File: src/rtl/irqc_pkg.sv
package irqc_pkg;

   // word indices inside the register window (byte offset / 4)
   localparam int unsigned WI_EN_SET    = 0;
   localparam int unsigned WI_EN_CLR    = 1;
   localparam int unsigned WI_PD_SET    = 2;
   localparam int unsigned WI_PD_CLR    = 3;
   localparam int unsigned WI_TRIG      = 4;
   localparam int unsigned WI_CFG       = 5;
   localparam int unsigned WI_PRIO_BASE = 16;

   localparam logic [1:0] SZ_BYTE = 2'd0;
   localparam logic [1:0] SZ_HALF = 2'd1;

   // byte lanes touched by one transfer
   function automatic logic [3:0] lane_mask(input logic [1:0] sz, input logic [1:0] lane);
      if (sz == SZ_BYTE)      return 4'b0001 << lane;
      else if (sz == SZ_HALF) return lane[1] ? 4'b1100 : 4'b0011;
      else                    return 4'b1111;
   endfunction

endpackage

File: src/rtl/irqc_regbus.sv
module irqc_regbus
   import irqc_pkg::*;
#(
   parameter int unsigned ADDR_W    = 8,
   parameter int unsigned NUM_LINES = 32,
   parameter int unsigned PIDX_W    = 3
) (
   input  logic                 clk,
   input  logic                 rst_n,
   input  logic                 bus_valid,
   input  logic                 bus_write,
   input  logic                 bus_priv,
   input  logic [ADDR_W-1:0]    bus_addr,
   input  logic [1:0]           bus_size,
   input  logic [31:0]          bus_wdata,
   output logic [31:0]          bus_rdata,
   input  logic [NUM_LINES-1:0] en_vec,
   input  logic [NUM_LINES-1:0] pend_vec,
   input  logic [31:0]          prio_rd_word,
   output logic [NUM_LINES-1:0] en_set_m,
   output logic [NUM_LINES-1:0] en_clr_m,
   output logic [NUM_LINES-1:0] pd_set_m,
   output logic [NUM_LINES-1:0] pd_clr_m,
   output logic                 prio_wr,
   output logic [PIDX_W-1:0]    prio_idx,
   output logic [3:0]           byte_en,
   output logic [31:0]          wdata_m
);

   localparam int unsigned WW         = ADDR_W - 2;
   localparam int unsigned PRIO_WORDS = (NUM_LINES + 3) / 4;
   localparam logic [WW-1:0] PBASE    = WW'(WI_PRIO_BASE);

   logic [WW-1:0] word;
   logic          wr, rd, prio_hit, trig_ok, trig_hit, user_trig_q;
   logic [7:0]    trig_num;

   assign word     = bus_addr[ADDR_W-1:2];
   assign wr       = bus_valid && bus_write;
   assign rd       = bus_valid && !bus_write;
   assign byte_en  = lane_mask(bus_size, bus_addr[1:0]);
   assign wdata_m  = bus_wdata & {{8{byte_en[3]}}, {8{byte_en[2]}}, {8{byte_en[1]}}, {8{byte_en[0]}}};
   assign prio_hit = (word >= PBASE) && (word < PBASE + WW'(PRIO_WORDS));
   assign prio_idx = PIDX_W'(word - PBASE);
   assign prio_wr  = wr && prio_hit;

   assign en_set_m = (wr && word == WW'(WI_EN_SET)) ? wdata_m[NUM_LINES-1:0] : '0;
   assign en_clr_m = (wr && word == WW'(WI_EN_CLR)) ? wdata_m[NUM_LINES-1:0] : '0;
   assign pd_clr_m = (wr && word == WW'(WI_PD_CLR)) ? wdata_m[NUM_LINES-1:0] : '0;

   // software trigger: privileged always, unprivileged only when allowed
   assign trig_num = bus_wdata[7:0];
   assign trig_ok  = bus_priv || user_trig_q;
   assign trig_hit = wr && (word == WW'(WI_TRIG)) && trig_ok;

   always_comb begin
      pd_set_m = (wr && word == WW'(WI_PD_SET)) ? wdata_m[NUM_LINES-1:0] : '0;
      for (int i = 0; i < NUM_LINES; i++)
         if (trig_hit && trig_num == 8'(i)) pd_set_m[i] = 1'b1;
   end

   always_ff @(posedge clk or negedge rst_n) begin
      if (!rst_n)                                     user_trig_q <= 1'b0;
      else if (wr && word == WW'(WI_CFG) && byte_en[0]) user_trig_q <= bus_wdata[0];
   end

   always_comb begin
      logic [31:0] en_w, pd_w;
      en_w = '0;
      pd_w = '0;
      en_w[NUM_LINES-1:0] = en_vec;
      pd_w[NUM_LINES-1:0] = pend_vec;
      bus_rdata = '0;
      if (rd) begin
         if (word == WW'(WI_EN_SET) || word == WW'(WI_EN_CLR))      bus_rdata = en_w;
         else if (word == WW'(WI_PD_SET) || word == WW'(WI_PD_CLR)) bus_rdata = pd_w;
         else if (word == WW'(WI_CFG))                              bus_rdata = {31'd0, user_trig_q};
         else if (prio_hit)                                         bus_rdata = prio_rd_word;
      end
   end

endmodule

File: src/rtl/irqc_prio_bank.sv
module irqc_prio_bank #(
   parameter int unsigned NUM_LINES = 32,
   parameter int unsigned PRIO_BITS = 3,
   parameter int unsigned PIDX_W    = 3
) (
   input  logic                           clk,
   input  logic                           rst_n,
   input  logic                           wr_en,
   input  logic [PIDX_W-1:0]              idx,
   input  logic [3:0]                     byte_en,
   input  logic [31:0]                    wdata,
   output logic [NUM_LINES*PRIO_BITS-1:0] prio_flat,
   output logic [31:0]                    rd_word
);

   logic [7:0] prio_byte [NUM_LINES];
   logic       unused_low;

   assign unused_low = ^wdata;

   for (genvar g = 0; g < NUM_LINES; g++) begin : g_line
      localparam int unsigned W = g / 4;
      localparam int unsigned L = g % 4;
      logic [PRIO_BITS-1:0] lvl_q;

      always_ff @(posedge clk or negedge rst_n) begin
         if (!rst_n)
            lvl_q <= '0;
         else if (wr_en && idx == PIDX_W'(W) && byte_en[L])
            lvl_q <= wdata[8*L+7 -: PRIO_BITS];
      end

      assign prio_flat[g*PRIO_BITS +: PRIO_BITS] = lvl_q;

      if (PRIO_BITS == 8) begin : g_full
         assign prio_byte[g] = lvl_q;
      end else begin : g_trunc
         assign prio_byte[g] = {lvl_q, {(8-PRIO_BITS){1'b0}}};
      end
   end

   always_comb begin
      rd_word = '0;
      for (int i = 0; i < NUM_LINES; i++)
         if (idx == PIDX_W'(i / 4)) rd_word[8*(i%4) +: 8] = prio_byte[i];
   end

endmodule

File: src/rtl/irqc_arbiter.sv
module irqc_arbiter #(
   parameter int unsigned NUM_LINES = 32,
   parameter int unsigned PRIO_BITS = 3,
   parameter int unsigned ID_W      = 5
) (
   input  logic [NUM_LINES-1:0]           eligible,
   input  logic [NUM_LINES*PRIO_BITS-1:0] prio_flat,
   output logic                           win_valid,
   output logic [ID_W-1:0]                win_id
);

   // scan upward; strict less-than keeps the lower number on a tie
   always_comb begin
      logic [PRIO_BITS-1:0] best;
      logic                 found;
      found  = 1'b0;
      best   = '0;
      win_id = '0;
      for (int i = 0; i < NUM_LINES; i++) begin
         if (eligible[i] && (!found || prio_flat[i*PRIO_BITS +: PRIO_BITS] < best)) begin
            found  = 1'b1;
            best   = prio_flat[i*PRIO_BITS +: PRIO_BITS];
            win_id = ID_W'(i);
         end
      end
      win_valid = found;
   end

endmodule

File: src/rtl/irq_pend_ctrl.sv
module irq_pend_ctrl #(
   parameter int unsigned NUM_LINES = 32,
   parameter int unsigned PRIO_BITS = 3,
   parameter int unsigned ADDR_W    = 8,
   localparam int unsigned ID_W     = (NUM_LINES > 1) ? $clog2(NUM_LINES) : 1,
   localparam int unsigned PWORDS   = (NUM_LINES + 3) / 4,
   localparam int unsigned PIDX_W   = (PWORDS > 1) ? $clog2(PWORDS) : 1
) (
   input  logic                 clk,
   input  logic                 rst_n,
   input  logic                 bus_valid,
   input  logic                 bus_write,
   input  logic                 bus_priv,
   input  logic [ADDR_W-1:0]    bus_addr,
   input  logic [1:0]           bus_size,
   input  logic [31:0]          bus_wdata,
   output logic [31:0]          bus_rdata,
   input  logic [NUM_LINES-1:0] req_in,
   output logic                 irq_req,
   output logic [ID_W-1:0]      irq_id,
   input  logic                 irq_ack
);

   if (PRIO_BITS < 3 || PRIO_BITS > 8) begin : g_bad_prio
      $error("PRIO_BITS must lie in 3..8");
   end
   if (NUM_LINES < 1 || NUM_LINES > 32) begin : g_bad_lines
      $error("NUM_LINES must lie in 1..32");
   end
   if (ADDR_W < 7) begin : g_bad_addr
      $error("ADDR_W too small for the register window");
   end

   logic [NUM_LINES-1:0]           en_q, pend_q, ack_m;
   logic [NUM_LINES-1:0]           en_set_m, en_clr_m, pd_set_m, pd_clr_m;
   logic                           prio_wr;
   logic [PIDX_W-1:0]              prio_idx;
   logic [3:0]                     byte_en;
   logic [31:0]                    wdata_m, prio_rd_word;
   logic [NUM_LINES*PRIO_BITS-1:0] prio_flat;

   irqc_regbus #(.ADDR_W(ADDR_W), .NUM_LINES(NUM_LINES), .PIDX_W(PIDX_W)) u_regbus (
      .clk(clk), .rst_n(rst_n),
      .bus_valid(bus_valid), .bus_write(bus_write), .bus_priv(bus_priv),
      .bus_addr(bus_addr), .bus_size(bus_size), .bus_wdata(bus_wdata),
      .bus_rdata(bus_rdata),
      .en_vec(en_q), .pend_vec(pend_q), .prio_rd_word(prio_rd_word),
      .en_set_m(en_set_m), .en_clr_m(en_clr_m),
      .pd_set_m(pd_set_m), .pd_clr_m(pd_clr_m),
      .prio_wr(prio_wr), .prio_idx(prio_idx), .byte_en(byte_en), .wdata_m(wdata_m)
   );

   irqc_prio_bank #(.NUM_LINES(NUM_LINES), .PRIO_BITS(PRIO_BITS), .PIDX_W(PIDX_W)) u_prio (
      .clk(clk), .rst_n(rst_n),
      .wr_en(prio_wr), .idx(prio_idx), .byte_en(byte_en), .wdata(wdata_m),
      .prio_flat(prio_flat), .rd_word(prio_rd_word)
   );

   irqc_arbiter #(.NUM_LINES(NUM_LINES), .PRIO_BITS(PRIO_BITS), .ID_W(ID_W)) u_arb (
      .eligible(pend_q & en_q), .prio_flat(prio_flat),
      .win_valid(irq_req), .win_id(irq_id)
   );

   always_comb begin
      ack_m = '0;
      if (irq_ack && irq_req) ack_m[irq_id] = 1'b1;
   end

   // clears win over sets in the same cycle; a held request re-pends next edge
   always_ff @(posedge clk or negedge rst_n) begin
      if (!rst_n) begin
         en_q   <= '0;
         pend_q <= '0;
      end else begin
         en_q   <= (en_q | en_set_m) & ~en_clr_m;
         pend_q <= (pend_q | req_in | pd_set_m) & ~pd_clr_m & ~ack_m;
      end
   end

endmodule

File: config.mk
export PLATFORM = sky130hd
export DESIGN_NAME = irq_pend_ctrl
export DESIGN_NICKNAME = d
export VERILOG_FILES = /design/src/rtl/irqc_pkg.sv /design/src/rtl/irqc_regbus.sv /design/src/rtl/irqc_prio_bank.sv /design/src/rtl/irqc_arbiter.sv /design/src/rtl/irq_pend_ctrl.sv
export SDC_FILE = /design/constraint.sdc
export NUM_CORES = 1
export LEC_CHECK = 0
export CORE_ASPECT_RATIO = 1.75
export CORE_MARGIN = 4
export CORE_UTILIZATION = 40
export CTS_BUF_LIST = sky130_fd_sc_hd__clkbuf_4
export DETAILED_ROUTE_END_ITERATION = 6
export GPL_TIMING_DRIVEN = 0
export SYNTH_ARGS = -nofsm -noshare
export SYNTH_HDL_FRONTEND = slang
export SYNTH_SLANG_ARGS = --single-unit
File: constraint.sdc
create_clock -name clk -period 48.5 [get_ports clk]
set_clock_uncertainty 0.05 [all_clocks]
set_input_delay 4.85 -clock clk [delete_from_list [all_inputs] [get_ports clk]]
set_output_delay 4.85 -clock clk [all_outputs]
set_load 0.005 [all_outputs]
After elaboration in Yosys (flattened, before gate mapping)
Index checks and enable logic that the tools add are counted.
- flip-flop bits (word level): 161
- output and inout bits: 38
- word-level logic and storage cells: 487
- add/sub/neg operators: 1
- $lt $le $gt $ge: 35
- equality and inequality tests: 44
- shift operators: 1
- muxes and demuxes: 173
- bitwise logic cells: 11
- reduce and logical (&&, ||, !) cells: 187
- operators with widths (kind ; count):
    two-way mux 32 bit ; 10
    two-way mux 8 bit ; 32
    bitwise AND 32 bit ; 5
    == test 8 x 5 -> 1 bit (second input constant) ; 16
    logical AND 1 bit ; 117
    two-way mux 3 bit ; 35
    NOT 32 bit ; 3
    bitwise OR 32 bit ; 3
    less-than comparator 3 bit ; 31
    two-way mux 5 bit ; 16
    two-way mux 1 bit ; 66
    == test 8 x 4 -> 1 bit (second input constant) ; 8
    two-way mux 4 bit ; 11
    logical OR 1 bit ; 34
    == test 8 x 3 -> 1 bit (second input constant) ; 4
    zero test 1 bit ; 32
    == test 8 x 2 -> 1 bit (second input constant) ; 2
    == test 3 bit (second input constant) ; 4
    == test 6 x 2 -> 1 bit (second input constant) ; 2
    == test 6 x 3 -> 1 bit (second input constant) ; 2
    == test 8 x 1 -> 1 bit (second input constant) ; 1
    zero test 8 bit ; 1
    == test 3 x 2 -> 1 bit (second input constant) ; 2
    == test 6 x 1 -> 1 bit (second input constant) ; 1
    13 further kinds ; 14

Depth between registers and ports, before layout
- depth after elaboration: 133
- depth in mapped cells: 244
- gate-level depth less buffers: 238

Cells and area by module
Synthesis repeated with hierarchy kept, for this count alone.
- cells, all modules: 1874
- area total of the unflattened synthesis: 15019.4 um^2
- by module, submodules not included (module ; times used ; cells each ; area an instance (um^2) ; sequential area each (um^2)):
    irqc_arbiter ; 1 ; 833 ; 5562.8 ; 0.0
    irqc_prio_bank ; 1 ; 439 ; 4902.2 ; 2402.3
    irq_pend_ctrl ; 1 ; 240 ; 2607.5 ; 1601.5
    irqc_regbus ; 1 ; 362 ; 1946.9 ; 25.0

Least setup slack after synthesis
OpenSTA, ideal clock, no wires.
- kind: reg2out
- start: register en_q[0]
- end: output irq_id[3]
- data arrival time: 39044 ps
- required time: 43600 ps
- slack: 4556 ps
- cell stages (with the launch flop): 228
- buffers on the path: 5
- cell sequence: dfrtp_1 buf_2 nand3_1 ha_1 nor2_1 o31ai_1 mux2i_1 inv_1 ha_1 a21o_1 a211o_1 a32oi_1 inv_1 ha_1 nand2_1 a21oi_1 nor2_1 a31oi_2 [... 192 more ...] ha_1 or2_2 o41ai_2 nor2_2 mux2i_1 ha_1 a21o_1 a211oi_1 o31a_1 a21oi_2 mux2_1 ha_1 a21oi_1 o21bai_1 nor3_1 and2_1 a211o_1 or3_1
- word-level cells in the longest chain between the ends: 126
- RTL lines (item ; line ; RTL):
    start, declared ; irq_pend_ctrl.sv:34 ; logic [NUM_LINES-1:0] en_q, pend_q, ack_m;
    start signal, assigned ; irq_pend_ctrl.sv:75 ; en_q <= (en_q | en_set_m) & ~en_clr_m;
    bitwise AND 32 bit * ; irq_pend_ctrl.sv:60 ; .eligible(pend_q & en_q), .prio_flat(prio_flat),
    two-way mux 3 bit / two-way mux 1 bit (equally long branches) ; irqc_arbiter.sv:20 ; if (eligible[i] && (!found || prio_flat[i*PRIO_BITS +: PRIO_BITS] < best)) begin
    less-than comparator 3 bit / zero test 1 bit (equally long branches) ; irqc_arbiter.sv:20 ;
    logical OR 1 bit ; irqc_arbiter.sv:20 ;
    logical AND 1 bit ; irqc_arbiter.sv:20 ;
    two-way mux 3 bit / two-way mux 1 bit (equally long branches) ; irqc_arbiter.sv:20 ;
    less-than comparator 3 bit / zero test 1 bit (equally long branches) ; irqc_arbiter.sv:20 ;
    logical OR 1 bit ; irqc_arbiter.sv:20 ;
    [... 110 more ...] ; n/a ;
    less-than comparator 3 bit / zero test 1 bit (equally long branches) ; irqc_arbiter.sv:20 ;
    logical OR 1 bit ; irqc_arbiter.sv:20 ;
    logical AND 1 bit ; irqc_arbiter.sv:20 ;
    two-way mux 3 bit / two-way mux 1 bit (equally long branches) ; irqc_arbiter.sv:20 ;
    less-than comparator 3 bit / zero test 1 bit (equally long branches) ; irqc_arbiter.sv:20 ;
    logical OR 1 bit ; irqc_arbiter.sv:20 ;
    logical AND 1 bit ; irqc_arbiter.sv:20 ;
    two-way mux 5 bit * ; irqc_arbiter.sv:20 ;
    end, declared ; irq_pend_ctrl.sv:20 ; output logic [ID_W-1:0] irq_id,
Every way passes the cells marked *; elsewhere a longest branch is shown, timed or not.

Worst setup path after layout
- start: register pend_q[0]
- end: output irq_id[4]
- word-level cells in the longest chain between the ends: 126
- RTL lines (item ; line ; RTL):
    start, declared ; irq_pend_ctrl.sv:34 ;
    start signal, assigned ; irq_pend_ctrl.sv:76 ; pend_q <= (pend_q | req_in | pd_set_m) & ~pd_clr_m & ~ack_m;
    bitwise AND 32 bit * ; irq_pend_ctrl.sv:60 ;
    two-way mux 3 bit / two-way mux 1 bit (equally long branches) ; irqc_arbiter.sv:20 ;
    less-than comparator 3 bit / zero test 1 bit (equally long branches) ; irqc_arbiter.sv:20 ;
    logical OR 1 bit ; irqc_arbiter.sv:20 ;
    logical AND 1 bit ; irqc_arbiter.sv:20 ;
    two-way mux 3 bit / two-way mux 1 bit (equally long branches) ; irqc_arbiter.sv:20 ;
    less-than comparator 3 bit / zero test 1 bit (equally long branches) ; irqc_arbiter.sv:20 ;
    logical OR 1 bit ; irqc_arbiter.sv:20 ;
    [... 110 more ...] ; n/a ;
    less-than comparator 3 bit / zero test 1 bit (equally long branches) ; irqc_arbiter.sv:20 ;
    logical OR 1 bit ; irqc_arbiter.sv:20 ;
    logical AND 1 bit ; irqc_arbiter.sv:20 ;
    two-way mux 3 bit / two-way mux 1 bit (equally long branches) ; irqc_arbiter.sv:20 ;
    less-than comparator 3 bit / zero test 1 bit (equally long branches) ; irqc_arbiter.sv:20 ;
    logical OR 1 bit ; irqc_arbiter.sv:20 ;
    logical AND 1 bit ; irqc_arbiter.sv:20 ;
    two-way mux 5 bit * ; irqc_arbiter.sv:20 ;
Marks and branches as above.

==> results.md <==
| Quantity | This run |
| --- | --- |
| GRT Total Usage | 32.6% |
| Fraction of power consumed by the clock network | 14.4% |
| Cts bufs inserted | 17 |
| # placed instances | 2254 |
| Total negative slack | 0 ps |
| Class of the most critical hold timing path | reg2reg |
| Max-capacitance violation count | 0 |
| Portion of the post-synthesis area used by sequential elements | 28.8% |
| Transition at the pin with the smallest max-transition slack | 1280 ps |
| Buffers from clock root to sink, at most | 2 |
| Final setup violating endpoints | 0 |
| Type of the setup path with the least slack | reg2out |
| Count of routing violations after the opening detailed-route iteration | 1254 |
| Routability congestion estimate | 0.956 |
| Post-synth top flop | sky130_fd_sc_hd__dfrtp_1 |
| Clock sink count | 161 |
| Count of flip-flops with a built-in enable after synthesis | 0 |
| Max_slew headroom | 14.2% |
| CP arrival | 41370 ps |
| Share of layout cells above drive strength 1 | 19.9% |
| Highest ir drop seen on vdd | 0.0000303 V |
| Routed wire length per instance | 27.4 µm |
| Proportion of total power due to net switching | 47.6% |
| Proportion of power drawn by flip-flops and latches | 27.8% |
| Post-route cell area | 0.0171 mm² |
| Fraction of registers with async set or reset after synthesis | 100% |
| Maximum frequency from static timing analysis | 0.0216 GHz |
| Worst path slowest cell | sky130_fd_sc_hd__or4b_4 |
| Number of max-slew violations in the final report | 0 |
| Antenna violations before repair | 1 |
| Clock insertion delay at the later pin of the skew report | 630 ps |
| Vias after detailed routing | 15200 |
| Post-synthesis net count | 1800 |
| Non-filler cells in the finished layout | 2340 |
| Pre-antenna DRT Iters | 6 |
| Final worst-path cycle share | 95.4% |
| Leakage dissipation | 6.89 nW |
| Required @ worst endpoint | 43600 ps |
| Critical Path Sink Type | output pin |
| Yosys synthesis warning count | 0 |
| Design Power | 0.634 mW |
| Combinational group share of total power | 57.8% |
| Clock root buffer | sky130_fd_sc_hd__clkbuf_4 |
| Outcome | finished, final reports clean |
| Wire length of the first global-routing pass | 93.1 mm |
| Maximum level of the CTS H-tree | 4 |
| Final Util | 49.6% |
| Final hold violation count | 0 |
| Maximum fanout count along the critical path | 10 |
| CTS tree | built |
| Sw Pwr | 0.302 mW |
| Top cell by count, worst path | sky130_fd_sc_hd__ha_1 |
| Total wire length after detailed routing | 64.1 mm |
| Post-Route Hold Slack | 514 ps |
| Pwr per Cell Area | 37.1 mW/mm² |
| Maximum number of pins on one net before global-route repair | 123 |
| Area of the die | 0.0381 mm² |
| Final worst-path setup slack | 2230 ps |
| Average cell area after synthesis | 8.31 µm² |
| Min Tclk post-route | 46270 ps |
| Number of I/O port buffers | 111 |
| Placed cell areas | 0.0157 mm² |
| Die W | 149 µm |
| Initial Utilization | 40.6% |
| CTS clk-pin slew, worst paths | 150 ps |
| Critical path's largest stage delay | 540 ps |
| Number of I/O pins | 118 |
| Final antenna-violating net count | 0 |
| Post-CTS Hold Fix Bufs | 0 |
| Floorplan core area | 0.0345 mm² |
| Setup Slack @ Placement | -2880 ps |
| Vertical die dimension | 255 µm |
| Net total in the final layout | 1985 |
| Number of synthesized register bits | 161 |
| Cell internal power dissipation | 0.332 mW |
| DR vias/cell | 6.51 |
| Number of placement rows | 90 |
| Remaining global-route overflow | 0 |
| Post-Synthesis Cells | 1682 |
| Unique masters post-synth | 106 |
| Netlist area before placement | 0.0140 mm² |
| Detailed-route DRC error count | 0 |
| Growth of design area from synthesis to finish | 22.3% |
| Type of origin of the critical path | register |
| Number of global-route vias before repair | 14700 |
| Post-DP HPWL | 49.7 mm |
layout make-up:
class | count | area [µm²]
Sequential cell | 161 | 4030
Clock buffer | 17 | 128
Multi-Input combinational cell | 1365 | 10000
Buffer | 85 | 365
Antenna cell | 1 | 2.50
Fill cell | 3390 | 17400
Timing Repair Buffer | 167 | 1560
Clock inverter | 14 | 178
Tap cell | 460 | 576
Inverter | 70 | 263
metal layers:
metal | wire (µm) | vias to the layer above | global-route usage (%)
met3 | 3500 | 246 | 4.13
met5 | 0 | - | 0
met1 | 21900 | 7511 | 34.8
met2 | 32800 | 705 | 58.2
li1 | - | 6764 | -
met4 | 5870 | 0 | 23.2
registers in the layout, indices dropped and copies added (netlist names):
signal,flops
u_prio.g_line.lvl_q,96
en_q,32
pend_q,32
u_regbus.user_trig_q,1
path summary, 6_finish.rpt:
kind                       slack (ps)  cells past startpoint                        from                          to
max                              2230                    230                   pend_q[0]                   irq_id[4]
min                               510                      1  u_prio.g_line[16].lvl_q[1]  u_prio.g_line[16].lvl_q[1]
max reg2reg                      7990                    232                   pend_q[0]                  pend_q[18]
min reg2reg                       510                      1  u_prio.g_line[16].lvl_q[1]  u_prio.g_line[16].lvl_q[1]
max in group asynchronous       43360                      2                       rst_n  u_prio.g_line[30].lvl_q[2]
min in group asynchronous        4020                      1                       rst_n                  pend_q[31]
layout by cell type (no fill, tap or decap), types with 12 or more instances in the layout:
master / count
sky130_fd_sc_hd__and2_1: 17
sky130_fd_sc_hd__inv_1: 70
sky130_fd_sc_hd__o21ai_0: 104
sky130_fd_sc_hd__a21o_1: 38
sky130_fd_sc_hd__buf_4: 58
sky130_fd_sc_hd__a21oi_1: 68
sky130_fd_sc_hd__nor3_1: 21
sky130_fd_sc_hd__clkdlybuf4s50_1: 110
sky130_fd_sc_hd__o21ai_1: 12
sky130_fd_sc_hd__nor2_1: 111
sky130_fd_sc_hd__a211oi_1: 12
sky130_fd_sc_hd__o22ai_1: 19
sky130_fd_sc_hd__clkbuf_4: 17
sky130_fd_sc_hd__o2111ai_1: 12
sky130_fd_sc_hd__and3_1: 16
sky130_fd_sc_hd__dfrtp_1: 161
sky130_fd_sc_hd__mux2_2: 105
sky130_fd_sc_hd__mux2i_1: 45
sky130_fd_sc_hd__nand3_1: 67
sky130_fd_sc_hd__ha_1: 33
sky130_fd_sc_hd__nand2b_1: 24
sky130_fd_sc_hd__or3_1: 16
sky130_fd_sc_hd__a31oi_1: 91
sky130_fd_sc_hd__clkbuf_1: 66
sky130_fd_sc_hd__a21oi_2: 16
sky130_fd_sc_hd__a311oi_1: 34
sky130_fd_sc_hd__nand2_1: 197
sky130_fd_sc_hd__a211oi_2: 12
cell usage after synthesis, types with 10 or more instances:
cell                          n  area share [%]
sky130_fd_sc_hd__nand2b_1    25             1.1
sky130_fd_sc_hd__o31ai_1     14            0.75
sky130_fd_sc_hd__nand3_1     77             2.8
sky130_fd_sc_hd__ha_1        38             3.4
sky130_fd_sc_hd__a31oi_1     94             4.2
sky130_fd_sc_hd__or3_1       20            0.90
sky130_fd_sc_hd__inv_1       70             1.9
sky130_fd_sc_hd__dfrtp_1    161              29
sky130_fd_sc_hd__o21ai_1     10            0.36
sky130_fd_sc_hd__and3_1      17            0.76
sky130_fd_sc_hd__nand2_1    203             5.5
sky130_fd_sc_hd__o2111ai_1   12            0.75
sky130_fd_sc_hd__a21oi_1     86             3.1
sky130_fd_sc_hd__a21o_1      39             2.1
sky130_fd_sc_hd__a311oi_1    34             2.1
sky130_fd_sc_hd__and2_1      19            0.85
sky130_fd_sc_hd__o22ai_1     20            0.90
sky130_fd_sc_hd__o21ai_0    113             4.0
sky130_fd_sc_hd__nor2_1     114             3.1
sky130_fd_sc_hd__mux2_2     106             8.5
sky130_fd_sc_hd__nor2b_1     12            0.54
sky130_fd_sc_hd__clkbuf_1    66             1.8
sky130_fd_sc_hd__mux2i_1     51             3.7
sky130_fd_sc_hd__nor3_1      23            0.82
sky130_fd_sc_hd__a211oi_1    21             1.1
sky130_fd_sc_hd__or2_2       12            0.54
timing repair:
item	CTS	global route
pin swaps	12	33
setup endpoints to repair	5	5
resized for setup	52	91
setup buffers	18	37
endpoints found under the hold margin	0	0
power groups by stage:
stage	sequential [mW]	clock [mW]	combinational, mW
global placement	0.176	0	0.312
detailed placement	0.176	0	0.315
finish	0.176	0.0916	0.366
global route	0.176	0.0957	0.394
floorplan	0.161	0	0.212
CTS	0.174	0.0911	0.331
critical path: cells and delay by family, from the launching register on:
kind,cells,cell delay (ps)
flip-flops,1,370
buffers and inverters,29,2860
AO/OA/AOI/OAI,76,14070
AND/OR/NAND/NOR,79,11520
multiplexers,15,4240
adder cells (fa/ha/maj),31,7560
logic make-up after synthesis:
group           count (synthesis)  share of synthesized area, %
mux                           172                          14.2
buf+inv                       156                          4.48
compound gates                573                          28.6
flops                         161                          28.8
simple gates                  574                          19.9
fa+ha+maj                      46                          3.97
No activity file was read; power rests on OpenSTA's default activity.
